--- src/rtl/irq_vec_pkg.sv ---
package irq_vec_pkg;

   localparam int unsigned SRC_N = 3;
   localparam int unsigned NUM_W = 3;

   typedef logic [NUM_W-1:0] irq_num_t;

   // Interrupt number carried by each source slot; slot 0 has top priority.
   function automatic irq_num_t src_number(input int unsigned slot);
      case (slot)
         0:       return irq_num_t'(1);
         1:       return irq_num_t'(3);
         default: return irq_num_t'(4);
      endcase
   endfunction

endpackage

--- src/rtl/irq_pend_latch.sv ---
module irq_pend_latch (
   input  logic clk,
   input  logic rst_n,
   input  logic set_hw,
   input  logic set_man,
   input  logic clr,
   output logic pend
);

   logic pend_q;

   // Clear wins over a same-cycle set: that event is merged into the take.
   always_ff @(posedge clk or negedge rst_n) begin
      if (!rst_n)
         pend_q <= 1'b0;
      else if (clr)
         pend_q <= 1'b0;
      else if (set_hw || set_man)
         pend_q <= 1'b1;
   end

   assign pend = pend_q;

endmodule

--- src/rtl/irq_prio_sel.sv ---
module irq_prio_sel
   import irq_vec_pkg::*;
#(
   parameter int unsigned ADDR_W     = 12,
   parameter int unsigned VEC_BASE   = 12'h800,
   parameter int unsigned VEC_STRIDE = 4
) (
   input  logic [SRC_N-1:0]  pend,
   output logic              any,
   output logic [SRC_N-1:0]  win,
   output irq_num_t          num,
   output logic [ADDR_W-1:0] addr
);

   localparam logic [ADDR_W-1:0] BASE_V   = ADDR_W'(VEC_BASE);
   localparam logic [ADDR_W-1:0] STRIDE_V = ADDR_W'(VEC_STRIDE);

   // Walk from lowest to highest priority so the top slot overrides.
   always_comb begin
      win = '0;
      num = '0;
      for (int i = SRC_N - 1; i >= 0; i--) begin
         if (pend[i]) begin
            win    = '0;
            win[i] = 1'b1;
            num    = src_number(i);
         end
      end
   end

   assign any  = |pend;
   assign addr = BASE_V + STRIDE_V * ADDR_W'(num);

endmodule

--- src/rtl/irq_take_ctl.sv ---
module irq_take_ctl (
   input  logic clk,
   input  logic rst_n,
   input  logic any_pend,
   input  logic int_enable,
   input  logic insn_bound,
   input  logic resume,
   output logic req,
   output logic take,
   output logic busy
);

   logic busy_q;

   assign req  = any_pend && int_enable && !busy_q;
   assign take = req && insn_bound;

   // A take cannot coincide with resume, since a take needs busy_q low.
   always_ff @(posedge clk or negedge rst_n) begin
      if (!rst_n)
         busy_q <= 1'b0;
      else if (take)
         busy_q <= 1'b1;
      else if (resume)
         busy_q <= 1'b0;
   end

   assign busy = busy_q;

endmodule

--- src/rtl/irq_vector_ctrl.sv ---
module irq_vector_ctrl
   import irq_vec_pkg::*;
#(
   parameter int unsigned ADDR_W     = 12,
   parameter int unsigned VEC_BASE   = 12'h800,
   parameter int unsigned VEC_STRIDE = 4
) (
   input  logic              clk,
   input  logic              rst_n,
   input  logic              tmr_gen_ovf,
   input  logic              tmr_disp_ovf,
   input  logic              key_press,
   input  logic [2:0]        man_set,
   input  logic              insn_bound,
   input  logic              int_enable,
   input  logic              resume,
   output logic              irq_req,
   output logic [2:0]        vec_idx,
   output logic [ADDR_W-1:0] vec_addr,
   output logic              take_ack,
   output logic              in_service
);

   localparam longint unsigned TOP_ADDR = longint'(VEC_BASE) + longint'(VEC_STRIDE) * 4;

   if (ADDR_W < 4 || ADDR_W > 31) begin : g_bad_width
      $error("irq_vector_ctrl: ADDR_W must lie in 4..31");
   end
   if (VEC_STRIDE == 0) begin : g_bad_stride
      $error("irq_vector_ctrl: VEC_STRIDE must be nonzero");
   end
   if (TOP_ADDR >= (64'd1 << ADDR_W)) begin : g_bad_base
      $error("irq_vector_ctrl: vector table does not fit in ADDR_W bits");
   end

   logic [SRC_N-1:0] hw_evt;
   logic [SRC_N-1:0] pend;
   logic [SRC_N-1:0] win;
   logic             any_pend;
   logic             take;
   irq_num_t         num;

   assign hw_evt = {key_press, tmr_disp_ovf, tmr_gen_ovf};

   for (genvar g = 0; g < SRC_N; g++) begin : g_src
      irq_pend_latch u_latch (
         .clk     (clk),
         .rst_n   (rst_n),
         .set_hw  (hw_evt[g]),
         .set_man (man_set[g]),
         .clr     (take && win[g]),
         .pend    (pend[g])
      );
   end

   irq_prio_sel #(
      .ADDR_W     (ADDR_W),
      .VEC_BASE   (VEC_BASE),
      .VEC_STRIDE (VEC_STRIDE)
   ) u_sel (
      .pend (pend),
      .any  (any_pend),
      .win  (win),
      .num  (num),
      .addr (vec_addr)
   );

   irq_take_ctl u_ctl (
      .clk        (clk),
      .rst_n      (rst_n),
      .any_pend   (any_pend),
      .int_enable (int_enable),
      .insn_bound (insn_bound),
      .resume     (resume),
      .req        (irq_req),
      .take       (take),
      .busy       (in_service)
   );

   assign vec_idx  = num;
   assign take_ack = take;

endmodule

--- config.mk ---
export PLATFORM = sky130hd
export DESIGN_NAME = irq_vector_ctrl
export DESIGN_NICKNAME = d
export VERILOG_FILES = /design/src/rtl/irq_vec_pkg.sv /design/src/rtl/irq_pend_latch.sv /design/src/rtl/irq_prio_sel.sv /design/src/rtl/irq_take_ctl.sv /design/src/rtl/irq_vector_ctrl.sv
export SDC_FILE = /design/constraint.sdc
export NUM_CORES = 1
export LEC_CHECK = 0
export ABC_AREA = 1
export CAP_MARGIN = 20
export CORE_AREA = 3 3 40 42
export DETAILED_ROUTE_END_ITERATION = 10
export DIE_AREA = 0 0 43 45
export GPL_TIMING_DRIVEN = 0
export PLACE_DENSITY = 0.69
export SYNTH_ARGS = -nofsm -noshare
export SYNTH_HDL_FRONTEND = slang
export SYNTH_SLANG_ARGS = --single-unit
--- constraint.sdc ---
create_clock -name clk -period 0.9 [get_ports clk]
set_input_delay 0.09 -clock clk [delete_from_list [all_inputs] [get_ports clk]]
set_output_delay 0.09 -clock clk [all_outputs]
set_load 0.05 [all_outputs]
==> results.cfg <==
[clock_tree]
cts_root_buf = clkbuf_4
cts_buffer_depth = 2
cts_tree = yes
cts_sinks = 4
cts.clk_slew.worst_paths_ps = 40
cts_buffers = 3
worstSkewPairLatency_ps = 230
htreeDepth = 1

[critical_path]
cp.required_ps = 810
critPathCaptureType = primary output
path_cells = nor2_4 -> nand2_2 -> nand2_4 -> clkinvlp_4 -> buf_6
crit_buf_inv = 2
slowest_delay_ps = 410
worst-path-max-fanout = 3
regToRegSetupSlack_ps = -320
critPathKind = reg -> out
r2r_start = g_src[1].u_latch.pend
setup.worst_path.start_class = flip-flop
slowest_stage = dfrtp_1
arrival_ps = 1220
rr_endpoint = g_src[2].u_latch.pend
cp_top_family = flip-flops
r2r_cells = 8

[power]
ir_worst_vdd_mv = 0.562
p_per_area_nw_per_um2 = 1140
p_leak_nw = 0.414

[logic_synthesis]
yosysWarnings = 0
yosysTopAreaCell = dfrtp_1
synth_edf_count = 0
synth.distinct_cells = 10
netlist.area_leader.share = 0.299
ys_seq_area_frac = 0.299
async_flop_share = 1.00
synth.ff_latch_count = 4
netlist_top_cells_area = dfrtp_1 30%, buf_4 27%, inv_1 12%
synthFlopType = dfrtp_1
synthesis.area_um2 = 335
synthCells = 49
synth.most_common_cell = buf_4
netlist_top_cells_count = 12 x buf_4, 11 x inv_1, 7 x nand2_1, 7 x nor2_1, 4 x dfrtp_1
avgSynthCellArea_um2 = 6.84

[global_route]
grt_usage = 0.115
antenna_found_initial = 0
grt_pass1_vias = 382
grt_first_pass_wirelength_um = 1640
grt-ovfl-total = 0
grt_start_max_net_pins = 5

[cells_and_area]
areaGrowthSynthToFinish_pct = 137
ff_latch_area_um2 = 101
fin_cells = 107
drive_gt1_frac = 0.533
nFillCells = 104
multiInputGateArea_um2 = 173
n_antenna_cell = 0
stdcell_area_um2 = 795
nNetsFinal = 104

[floorplan]
die_area_um2 = 1940
rows = 13
fp.dieW_um = 43
fp.dieH_um = 45
coreArea_um2 = 1280
pin_count = 29
start_util = 0.261

[drt]
vias = 400
drc = 0
antenna_left = 0
vias_per_cell = 3.74
met2_length_um = 602
wl_met1_um = 356
wl_per_cell_um = 9.64
routed.top_layer = met3
wl_um = 1030
dr.pass1.iters = 2
drt_first_iter_violations = 5
route.met3.wl_um = 73

[sta]
setup_viol = 13
period_needed_ps = 1310
rsz0062_at_grt = true
fin_skew_ps = 4.53
holdWs_ps = 53.9
fmax_mhz = 764
min_period_over_period = 1.46
finalHoldViolations = 0
timing.final.ws_setup_ps = -410
finalMaxSlewViolations = 0

[outcome]
status = finished with violations
violations = setup timing

[place]
dp_slack_ps = -949
place_area_um2 = 608
placement.io_buffers = 19
place_inst = 90
gp_congestion = 0.662
dpl.hpwl_um = 673

[worst_hold_path]
hold_path_class = in -> async

[run]
max-cap-violations = 0
## metal layers
layer	global-route usage	up-vias
met5	0	-
li1	-	206
met4	0.0723	0
met1	0.117	181
met2	0.219	13
met3	0.0159	0
## cells by family after synthesis
| kind of cell | count (synthesis) | share of synthesized area |
|---|---|---|
| other | 2 | 0.0224 |
| flip-flops | 4 | 0.299 |
| buffers and inverters | 23 | 0.392 |
| AO/OA/AOI/OAI | 1 | 0.0373 |
| AND/OR/NAND/NOR | 19 | 0.250 |
## sequential cells by signal, indices dropped and copies added, names as in the netlist
name and flops:
g_src.u_latch.pend 3, u_ctl.busy 1
## worst register-to-register path, stage by stage, from the launching register on
cell and delay (ps):
dfrtp_1 410, nor2_4 150, buf_4 120, buf_6 80, buf_4 90, buf_4 80
nand4_1 70, nand2_1 70, inv_1 40
## where the power goes
group	internal, W	switching (W)
Clock	0.000166	0.0000719
Sequential	0.000193	0.0000138
Combinational	0.000202	0.000257
## cell type report
| class | instances | share of cell area |
|---|---|---|
| repair buffers | 32 | 0.424 |
| multi-input cells | 29 | 0.217 |
| flip-flops and latches | 4 | 0.128 |
| plain buffers | 12 | 0.118 |
| inverters | 11 | 0.0567 |
| clock buffers | 4 | 0.0331 |
| well taps | 15 | 0.0236 |
## placed cells by master, fill, tap and decap left out, types with 2 or more instances in the layout
| cell | instances |
|---|---|
| nor2_4 | 5 |
| nand2_1 | 6 |
| buf_4 | 19 |
| buf_6 | 10 |
| inv_1 | 8 |
| inv_2 | 2 |
| clkdlybuf4s50_1 | 10 |
| conb_1 | 9 |
| dfrtp_1 | 3 |
| nand4_1 | 3 |
| clkbuf_4 | 3 |
| buf_8 | 5 |
| nor2_1 | 3 |
## timing repair
| action | in CTS | in global routing |
|---|---|---|
| setup buffers | 11 | 4 |
| endpoints found under the setup margin | 12 | 13 |
| pin swaps | 4 | 3 |
| hold buffers | 0 | 0 |
| resized for setup | 71 | 7 |
## stage by stage
step / util / power, W / setup TNS (ps)
2_1_floorplan: - / 0.000466 / -2710
3_3_place_gp: 0.473 / 0.000564 / -7030
3_5_place_dp: 0.473 / 0.000568 / -7130
4_1_cts: 0.588 / 0.000883 / -3630
5_1_grt: 0.618 / 0.000942 / -4470
6_report: 0.618 / 0.000904 / -3840
## worst max-delay path by stage
stage,start,end,slack (ps),depth (start not counted)
after floorplan,g_src[0].u_latch.pend,vec_idx[2],-630,4
after global placement,int_enable,take_ack,-940,6
after detailed placement,int_enable,take_ack,-950,6
after CTS,g_src[1].u_latch.pend,irq_req,-420,5
after global routing,g_src[1].u_latch.pend,irq_req,-460,5
final,g_src[1].u_latch.pend,irq_req,-410,5
(Power assumes the default switching activity.)
